$ cat src/rtl/kwdt_pkg.sv
package kwdt_pkg;

  localparam logic [7:0] KEY_FIRST  = 8'h55;
  localparam logic [7:0] KEY_SECOND = 8'hAA;

  typedef enum logic {
    SEQ_IDLE  = 1'b0,
    SEQ_ARMED = 1'b1
  } kwdt_seq_e;

  typedef struct packed {
    logic [1:0] tsel;
    logic       psel;
    logic       en;
  } kwdt_cfg_t;

endpackage

$ cat src/rtl/kwdt_ctrl_reg.sv
module kwdt_ctrl_reg
  import kwdt_pkg::*;
#(
  parameter int ADDR_W    = 2,
  parameter int CTRL_ADDR = 0
) (
  input  logic              clk,
  input  logic              rst,
  input  logic              wr_en,
  input  logic [ADDR_W-1:0] wr_addr,
  input  logic [7:0]        wr_data,
  output kwdt_cfg_t         cfg
);

  kwdt_cfg_t cfg_q;
  logic      ctrl_hit;
  logic [3:0] unused_hi;

  assign unused_hi = wr_data[7:4];
  assign ctrl_hit  = wr_en && (wr_addr == ADDR_W'(CTRL_ADDR)) && !cfg_q.en;

  always_ff @(posedge clk) begin
    if (rst) begin
      cfg_q <= '0;
    end else if (ctrl_hit) begin
      cfg_q <= kwdt_cfg_t'(wr_data[3:0]);
    end
  end

  assign cfg = cfg_q;

  AST_EN_STICKY: assert property (@(posedge clk) disable iff (rst)
    cfg_q.en |=> cfg_q.en);

  AST_CFG_LOCKED: assert property (@(posedge clk) disable iff (rst)
    cfg_q.en |=> $stable(cfg_q));

endmodule

$ cat src/rtl/kwdt_key_seq.sv
module kwdt_key_seq
  import kwdt_pkg::*;
#(
  parameter int ADDR_W   = 2,
  parameter int SVC_ADDR = 1
) (
  input  logic              clk,
  input  logic              rst,
  input  logic              wr_en,
  input  logic [ADDR_W-1:0] wr_addr,
  input  logic [7:0]        wr_data,
  input  logic              hold,
  output logic              svc_ok
);

  kwdt_seq_e state_q, state_d;
  logic      svc_hit;

  assign svc_hit = wr_en && (wr_addr == ADDR_W'(SVC_ADDR)) && !hold;
  assign svc_ok  = svc_hit && (state_q == SEQ_ARMED) && (wr_data == KEY_SECOND);

  always_comb begin
    state_d = state_q;
    if (hold) begin
      state_d = SEQ_IDLE;
    end else if (svc_hit) begin
      if (state_q == SEQ_IDLE && wr_data == KEY_FIRST) begin
        state_d = SEQ_ARMED;
      end else begin
        state_d = SEQ_IDLE;
      end
    end
  end

  always_ff @(posedge clk) begin
    if (rst) begin
      state_q <= SEQ_IDLE;
    end else begin
      state_q <= state_d;
    end
  end

  AST_PAIR_DONE_IDLE: assert property (@(posedge clk) disable iff (rst)
    svc_ok |=> (state_q == SEQ_IDLE));

  AST_BAD_KEY_DISARMS: assert property (@(posedge clk) disable iff (rst)
    (wr_en && wr_addr == ADDR_W'(SVC_ADDR) && state_q == SEQ_ARMED && wr_data != KEY_SECOND)
      |=> (state_q == SEQ_IDLE));

endmodule

$ cat src/rtl/kwdt_timebase.sv
module kwdt_timebase #(
  parameter int BASE_LOG2 = 9,
  parameter int STEP_LOG2 = 2,
  parameter int PRE_LOG2  = 9
) (
  input  logic       clk,
  input  logic       rst,
  input  logic       en,
  input  logic       psel,
  input  logic [1:0] tsel,
  input  logic       clr,
  input  logic       hold,
  output logic       expire
);

  localparam int CNT_W = BASE_LOG2 + STEP_LOG2 * 3;

  logic [CNT_W-1:0] lim_tab [4];
  logic [CNT_W-1:0] cnt_q;
  logic [CNT_W-1:0] lim;
  logic             run;
  logic             tick;

  for (genvar c = 0; c < 4; c++) begin : g_lim
    localparam int SH = BASE_LOG2 + STEP_LOG2 * c;
    assign lim_tab[c] = CNT_W'((64'd1 << SH) - 64'd1);
  end

  assign lim    = lim_tab[tsel];
  assign run    = en && !hold;
  assign expire = run && tick && (cnt_q == lim) && !clr;

  if (PRE_LOG2 > 0) begin : g_pre
    logic [PRE_LOG2-1:0] pre_q;
    assign tick = !psel || (pre_q == '1);
    always_ff @(posedge clk) begin
      if (rst || clr || expire || !run) begin
        pre_q <= '0;
      end else if (psel) begin
        pre_q <= pre_q + 1'b1;
      end
    end
  end else begin : g_nopre
    logic unused_psel;
    assign unused_psel = psel;
    assign tick = 1'b1;
  end

  always_ff @(posedge clk) begin
    if (rst || clr || expire || !run) begin
      cnt_q <= '0;
    end else if (tick) begin
      cnt_q <= cnt_q + 1'b1;
    end
  end

  AST_IDLE_WHEN_OFF: assert property (@(posedge clk) disable iff (rst)
    !en |=> (cnt_q == '0));

  AST_SVC_RESTARTS: assert property (@(posedge clk) disable iff (rst)
    clr |=> (cnt_q == '0));

endmodule

$ cat src/rtl/kwdt_pulse.sv
module kwdt_pulse #(
  parameter int PULSE_LEN = 16
) (
  input  logic clk,
  input  logic rst,
  input  logic expire,
  output logic rst_req,
  output logic busy
);

  localparam int PCNT_W = $clog2(PULSE_LEN + 1);
  localparam int RUN_W  = PCNT_W + 1;

  logic [PCNT_W-1:0] pcnt_q;
  logic              req_q;
  logic [RUN_W-1:0]  hi_run;

  always_ff @(posedge clk) begin
    if (rst) begin
      pcnt_q <= '0;
      req_q  <= 1'b0;
    end else if (expire) begin
      pcnt_q <= PCNT_W'(PULSE_LEN);
      req_q  <= 1'b1;
    end else begin
      if (pcnt_q != '0) pcnt_q <= pcnt_q - 1'b1;
      req_q <= (pcnt_q > PCNT_W'(1));
    end
  end

  assign rst_req = req_q;
  assign busy    = (pcnt_q != '0);

  always_ff @(posedge clk) begin
    if (rst) begin
      hi_run <= '0;
    end else begin
      hi_run <= req_q ? hi_run + 1'b1 : '0;
    end
  end

  AST_PULSE_LEN: assert property (@(posedge clk) disable iff (rst)
    $fell(req_q) |-> (hi_run == RUN_W'(PULSE_LEN)));

  AST_PULSE_CAUSE: assert property (@(posedge clk) disable iff (rst)
    $rose(req_q) |-> $past(expire));

endmodule

$ cat src/rtl/keyed_wdt.sv
module keyed_wdt
  import kwdt_pkg::*;
#(
  parameter int ADDR_W    = 2,
  parameter int CTRL_ADDR = 0,
  parameter int SVC_ADDR  = 1,
  parameter int BASE_LOG2 = 9,
  parameter int STEP_LOG2 = 2,
  parameter int PRE_LOG2  = 9,
  parameter int PULSE_LEN = 16
) (
  input  logic              clk,
  input  logic              rst,
  input  logic              wr_en,
  input  logic [ADDR_W-1:0] wr_addr,
  input  logic [7:0]        wr_data,
  output logic              rst_req
);

  kwdt_cfg_t cfg;
  logic      svc_ok;
  logic      expire;
  logic      busy;

  kwdt_ctrl_reg #(.ADDR_W(ADDR_W), .CTRL_ADDR(CTRL_ADDR)) u_ctrl (
    .clk(clk), .rst(rst), .wr_en(wr_en), .wr_addr(wr_addr),
    .wr_data(wr_data), .cfg(cfg)
  );

  kwdt_key_seq #(.ADDR_W(ADDR_W), .SVC_ADDR(SVC_ADDR)) u_seq (
    .clk(clk), .rst(rst), .wr_en(wr_en), .wr_addr(wr_addr),
    .wr_data(wr_data), .hold(busy), .svc_ok(svc_ok)
  );

  kwdt_timebase #(.BASE_LOG2(BASE_LOG2), .STEP_LOG2(STEP_LOG2), .PRE_LOG2(PRE_LOG2)) u_tb (
    .clk(clk), .rst(rst), .en(cfg.en), .psel(cfg.psel), .tsel(cfg.tsel),
    .clr(svc_ok), .hold(busy), .expire(expire)
  );

  kwdt_pulse #(.PULSE_LEN(PULSE_LEN)) u_pulse (
    .clk(clk), .rst(rst), .expire(expire), .rst_req(rst_req), .busy(busy)
  );

  AST_NO_REQ_DISARMED: assert property (@(posedge clk) disable iff (rst)
    !cfg.en |=> !rst_req);

  AST_KEY_NEEDS_SVC_ADDR: assert property (@(posedge clk) disable iff (rst)
    (wr_en && wr_addr != ADDR_W'(SVC_ADDR)) |-> !svc_ok);

endmodule

$ cat config.mk
export PLATFORM = sky130hd
export DESIGN_NAME = keyed_wdt
export DESIGN_NICKNAME = d
export VERILOG_FILES = /design/src/rtl/kwdt_pkg.sv /design/src/rtl/kwdt_ctrl_reg.sv /design/src/rtl/kwdt_key_seq.sv /design/src/rtl/kwdt_timebase.sv /design/src/rtl/kwdt_pulse.sv /design/src/rtl/keyed_wdt.sv
export SDC_FILE = /design/constraint.sdc
export NUM_CORES = 1
export LEC_CHECK = 0
export CORE_MARGIN = 2
export CORE_UTILIZATION = 36
export CTS_BUF_LIST = sky130_fd_sc_hd__clkbuf_4
export CTS_CLUSTER_SIZE = 28
export DETAILED_ROUTE_END_ITERATION = 6
export PLACE_DENSITY = 0.59
export SLEW_MARGIN = 30
export SYNTH_ARGS = -nofsm -noshare
export SYNTH_HDL_FRONTEND = slang
export SYNTH_SLANG_ARGS = --single-unit
$ cat constraint.sdc
create_clock -name clk -period 3.5 [get_ports clk]
set_input_delay 0.7 -clock clk [delete_from_list [all_inputs] [get_ports clk]]
set_output_delay 0.7 -clock clk [all_outputs]
set_load 0.02 [all_outputs]
Word-level counts from Yosys, hierarchy flattened
Cells that the tools add are included.
- register bits: 35
- output and inout port bits: 1
- $add $sub $neg: 3
- order comparisons: 2
- eq/ne operators: 5
- multiplexer cells: 7
- bitwise operators: 2
- reduce and logical (&&, ||, !) cells: 25
- operators by type and width (kind ; count):
    15-bit binary-select mux with 2-bit select ; 1
    15-bit 2-to-1 mux ; 2
    15-bit by 1-bit adder with 15-bit output (second input constant) ; 1
    15-bit == test ; 1
    1-bit logical AND ; 11
    5-bit 2-to-1 mux ; 2
    9-bit by 1-bit adder with 9-bit output (second input constant) ; 1
    9-bit == test (second input constant) ; 1
    8-bit by 7-bit == test with 1-bit output (second input constant) ; 1
    8-bit == test (second input constant) ; 1
    5-bit by 1-bit greater-than comparator with 1-bit output (second input constant) ; 1
    1-bit logical NOT ; 5
    5-bit nonzero test ; 1
    5-bit by 1-bit subtractor with 5-bit output (second input constant) ; 1
    1-bit logical OR ; 4
    2-bit OR reduction ; 2
    3-bit greater-or-equal comparator (second input constant) ; 1
    2-bit inverter with 3-bit output ; 1
    2-bit by 1-bit == test with 1-bit output (second input constant) ; 1
    2-bit logical NOT ; 1
    1-bit 2-to-1 mux ; 2
    2-bit nonzero test ; 1
    1-bit inverter ; 1

Longest topological paths before layout
- depth after elaboration: 9
- depth in mapped cells: 11
- depth with buffers taken out: 9

Modules after synthesis
A second synthesis with hierarchy kept.
- cell total of the unflattened synthesis: 192
- area total of the unflattened synthesis: 1736.7 µm²
- modules (own cells, without submodules) (module ; instances ; cells each ; area each (µm²) ; sequential area each (µm²)):
    kwdt_timebase ; 1 ; 135 ; 1167.4 ; 480.5
    kwdt_pulse ; 1 ; 29 ; 274.0 ; 120.1
    kwdt_ctrl_reg ; 1 ; 17 ; 191.4 ; 80.1
    kwdt_key_seq ; 1 ; 11 ; 103.8 ; 20.0

Worst setup path before layout
Ideal clock, no wire load.
- path kind: reg2reg
- start: register u_tb.g_pre.pre_q[0]
- end: register u_tb.g_pre.pre_q[7]
- arrival time: 1883 ps
- setup slack: 1502 ps
- stages on the path, launching flop included: 12
- buffers on the path: 2
- period minus slack after synthesis: 1998 ps
- path through: dfxtp_1 > ha_1 > nand3_1 > nor2_1 > ha_1 > nand2b_1 > buf_2 > nand4_1 > nor2_1 > a31o_4 > buf_6 > nor2_1
- longest elaborated chain between the ends: 7
- elaborated cells between the ends (all ways): 8
- those cells by class: add/sub (1); eq/ne (1); reduce/logical (6)
- RTL lines (what ; RTL line ; RTL):
    start: declaration ; kwdt_timebase.sv:34 ; logic [PRE_LOG2-1:0] pre_q;
    start signal: assignment ; kwdt_timebase.sv:40 ; pre_q <= pre_q + 1'b1;
    branches (longest 7 deep; another with 9-bit by 1-bit adder with 9-bit output) ; -- ;
Several ways; the timed one is not identified.
A chain may end at the register's enable or synchronous reset.

Worst setup path after layout
- start: register u_tb.g_pre.pre_q[0]
- end: register u_tb.cnt_q[3]
- longest elaborated chain between the ends: 7
- RTL lines (what ; RTL line ; RTL):
    9-bit == test (*) ; kwdt_timebase.sv:35 ; assign tick = !psel || (pre_q == '1);
    1-bit logical OR (*) ; kwdt_timebase.sv:35 ;
    1-bit logical AND (3 in a row) ; kwdt_timebase.sv:31 ; assign expire = run && tick && (cnt_q == lim) && !clr;
    1-bit logical OR (2 in a row) ; kwdt_timebase.sv:50 ; if (rst || clr || expire || !run) begin
    end signal: assignment ; kwdt_timebase.sv:53 ; cnt_q <= cnt_q + 1'b1;
    end: declaration ; kwdt_timebase.sv:19 ; logic [CNT_W-1:0] cnt_q;
Mark *: on every way between the ends. The rest lies on a longest branch, timed or not.

==> impl_metrics.json <==
{
  "ios": 14,
  "fmax_ghz": 0.416,
  "r2r_slack_ps": 1100,
  "grt_remaining_overflow": 0,
  "area_growth_pct": 12.2,
  "drc": 0,
  "numCtsBuffers": 5,
  "vias": 1291,
  "grt_max_degree": 22,
  "fillers": 442,
  "cp_max_fo": 21,
  "num_rows": 24,
  "vias_per_cell": 5.04,
  "drt_first_pass_iters": 5,
  "ant_nets": 0,
  "cts_tree": "built",
  "period_minus_slack_ps": 2400,
  "critical_path_arrival_ps": 2630,
  "track_usage_pct": 12.9,
  "power.density_nw_per_um2": 442,
  "setup_viol": 0,
  "grt_pass1_vias": 1165,
  "fin_tns_setup_ps": 0,
  "power_mw": 0.828,
  "synth_area_um2": 1670,
  "detailed_place_hpwl_mm": 2.09,
  "cap_violations": 0,
  "worstMarginPinSlew_ps": 449,
  "p_leak_nw": 0.603,
  "slew_violations": 0,
  "cts_hold_buf": 0,
  "worst_path_largest_cell_delay_ps": 380,
  "port_buffers": 13,
  "wl_per_cell_um": 11.5,
  "htreeDepth": 2,
  "nNetsFinal": 221,
  "maxSlewHeadroom_pct": 69.9,
  "antenna_found_initial": 0,
  "hold_path.class": "flip-flop to flip-flop",
  "ys_ff_latch": 35,
  "path_class": "flip-flop to flip-flop",
  "die_h_um": 72.1,
  "cts.sinks": 35,
  "post_cts_buffers": 0,
  "ys_seq_area_share_pct": 42.0,
  "top_layer_used": "met4",
  "startpoint_type": "flip-flop",
  "wl_met3_um": 73,
  "min_period_over_period_pct": 68.6,
  "ctsResizeCount": 0,
  "yosysWarnings": 0,
  "gp_congestion": 0.768,
  "clock_latency_ps": 340,
  "coreArea_um2": 4410,
  "cts.path.max_buffers": 2,
  "ir_drop_v": 0.000311,
  "hold_violations": 0,
  "clk_pin_slew_ps": 110,
  "die_area_um2": 5200,
  "synth_cell_types": 35,
  "rsz0062_at_grt": "false",
  "wl_met1_mm": 1.55,
  "routed_wl_mm": 2.94,
  "path_common_cell": "nor2_1",
  "skew_ps": 6.78,
  "drt_iter0_drc": 94,
  "die_w_um": 72.1,
  "grt_pass1_wl_mm": 5.29,
  "initial_core_util_pct": 37.8,
  "syn_nets": 208,
  "clockRootBuffer": "clkbuf_4",
  "end_kind": "flip-flop",
  "status": "complete, no violations",
  "crit_slowest_cell": "dfxtp_1",
  "netlist_instances": 190,
  "crit_chain": "ha_1, nand3_1, nor2_1, ha_1, nand2b_1, nand4_1, nor2_1, a31o_4, nor2_1",
  "met2_length_mm": 1.24,
  "final_layout_size_suffix_gt1_share_pct": 4.90,
  "required_ps": 3730,
  "diodes": 0,
  "avgSynthCellArea_um2": 8.78
}
-- synth_stat cells --
| library cell | instances | area share (%) |
|---|---|---|
| mux2_2 | 1 | 0.67 |
| nor4_1 | 2 | 0.75 |
| clkbuf_1 | 3 | 0.67 |
| nor2b_1 | 2 | 0.75 |
| a31o_4 | 1 | 1.0 |
| nor2_1 | 37 | 8.3 |
| a2111oi_0 | 1 | 0.52 |
| o22ai_1 | 1 | 0.38 |
| inv_1 | 5 | 1.1 |
| buf_2 | 2 | 0.60 |
| nand3_1 | 6 | 1.8 |
| nor3b_1 | 1 | 0.45 |
| nand2_1 | 12 | 2.7 |
| buf_6 | 2 | 1.3 |
| nand3b_1 | 1 | 0.45 |
| a311o_1 | 1 | 0.60 |
| nor3_1 | 8 | 2.4 |
| xor2_1 | 7 | 3.7 |
| a21oi_1 | 7 | 2.1 |
| a211o_1 | 1 | 0.52 |
| dfxtp_1 | 35 | 42 |
| nand2b_1 | 2 | 0.75 |
| nand4_1 | 10 | 3.7 |
| nor4b_1 | 1 | 0.52 |
| and3_1 | 3 | 1.1 |
| ha_1 | 5 | 3.7 |
| nor2_2 | 1 | 0.38 |
| xnor2_1 | 15 | 7.9 |
| a31oi_1 | 1 | 0.38 |
| o21ai_0 | 4 | 1.2 |
| nor4b_4 | 1 | 1.4 |
| or3_1 | 2 | 0.75 |
| and3b_1 | 2 | 1.0 |
| mux2i_1 | 6 | 3.6 |
| nor4bb_1 | 1 | 0.60 |
-- per-stage QoR --
step	instance area (um2)	utilization, %	hold WS [ps]	setup WS (ps)	cells
floorplan	1670	-	456	1500	190
global placement	1820	41.2	468	1070	248
detailed placement	1820	41.2	491	1020	248
CTS	1870	42.4	508	1040	256
global route	1870	42.4	544	771	256
finish	1870	42.4	510	1100	256
-- cells in the final DEF (no fill, tap or decap), types with 7 or more instances in the layout --
master and n:
nor2_1 37, dfxtp_1 35, xnor2_1 15, clkdlybuf4s50_1 13
nand2_1 12, nand4_1 10, nor3_1 8, a21oi_1 7
xor2_1 7
-- critical path: cells and delay by family (launching register included) --
family          cells  cell delay (ps)
simple gates        6             1200
flops               1              380
compound gates      1              350
fa+ha+maj           2              360
-- cells by family (layout without fill, tap and decap cells) --
group,after synthesis,count (layout),share of synthesized area [%]
mux,7,7,4.27
compound gates,17,17,6.75
simple gates,92,92,28.0
flops,35,35,42.0
xor+xnor,22,22,11.5
fa+ha+maj,5,5,3.75
buf+inv,12,26,3.75
-- power by group --
part	internal [mW]	switching (mW)
logic	0.0938	0.0780
registers	0.421	0.0228
clock network	0.0737	0.139
-- area by class of cell --
cell class                 count  area, um2  share of cell area (%)
tap                           52       65.1                    3.47
timing repair buffer          13        130                    6.95
inverter                       5       18.8                    1.00
clock inverter                 3       15.0                   0.802
multi-input combinational    143        906                    48.4
sequential                    35        701                    37.4
clock buffer                   5       37.5                    2.00
-- final timing paths --
| check | start | end | cells after the start |
|---|---|---|---|
| worst max register to register | u_tb.g_pre.pre_q[0] | u_tb.cnt_q[3] | 9 |
| worst min register to register | u_seq.state_q | u_seq.state_q | 2 |
| worst max-delay path | u_tb.g_pre.pre_q[0] | u_tb.cnt_q[3] | 9 |
| worst min-delay path | u_seq.state_q | u_seq.state_q | 2 |
-- per-layer routing --
metal,vias up,global-route usage (%)
met5,-,0
met4,0,6.29
met3,6,3.75
met2,14,18.7
met1,587,17.6
li1,684,-
-- sequential cells by signal, indices dropped and copies added (netlist names) --
name	flops
u_tb.g_pre.pre_q	9
u_pulse.rst_req	1
u_seq.state_q	1
u_tb.cnt_q	15
u_pulse.pcnt_q	5
u_ctrl.cfg	4
No activity file was read; power rests on OpenSTA's default activity.
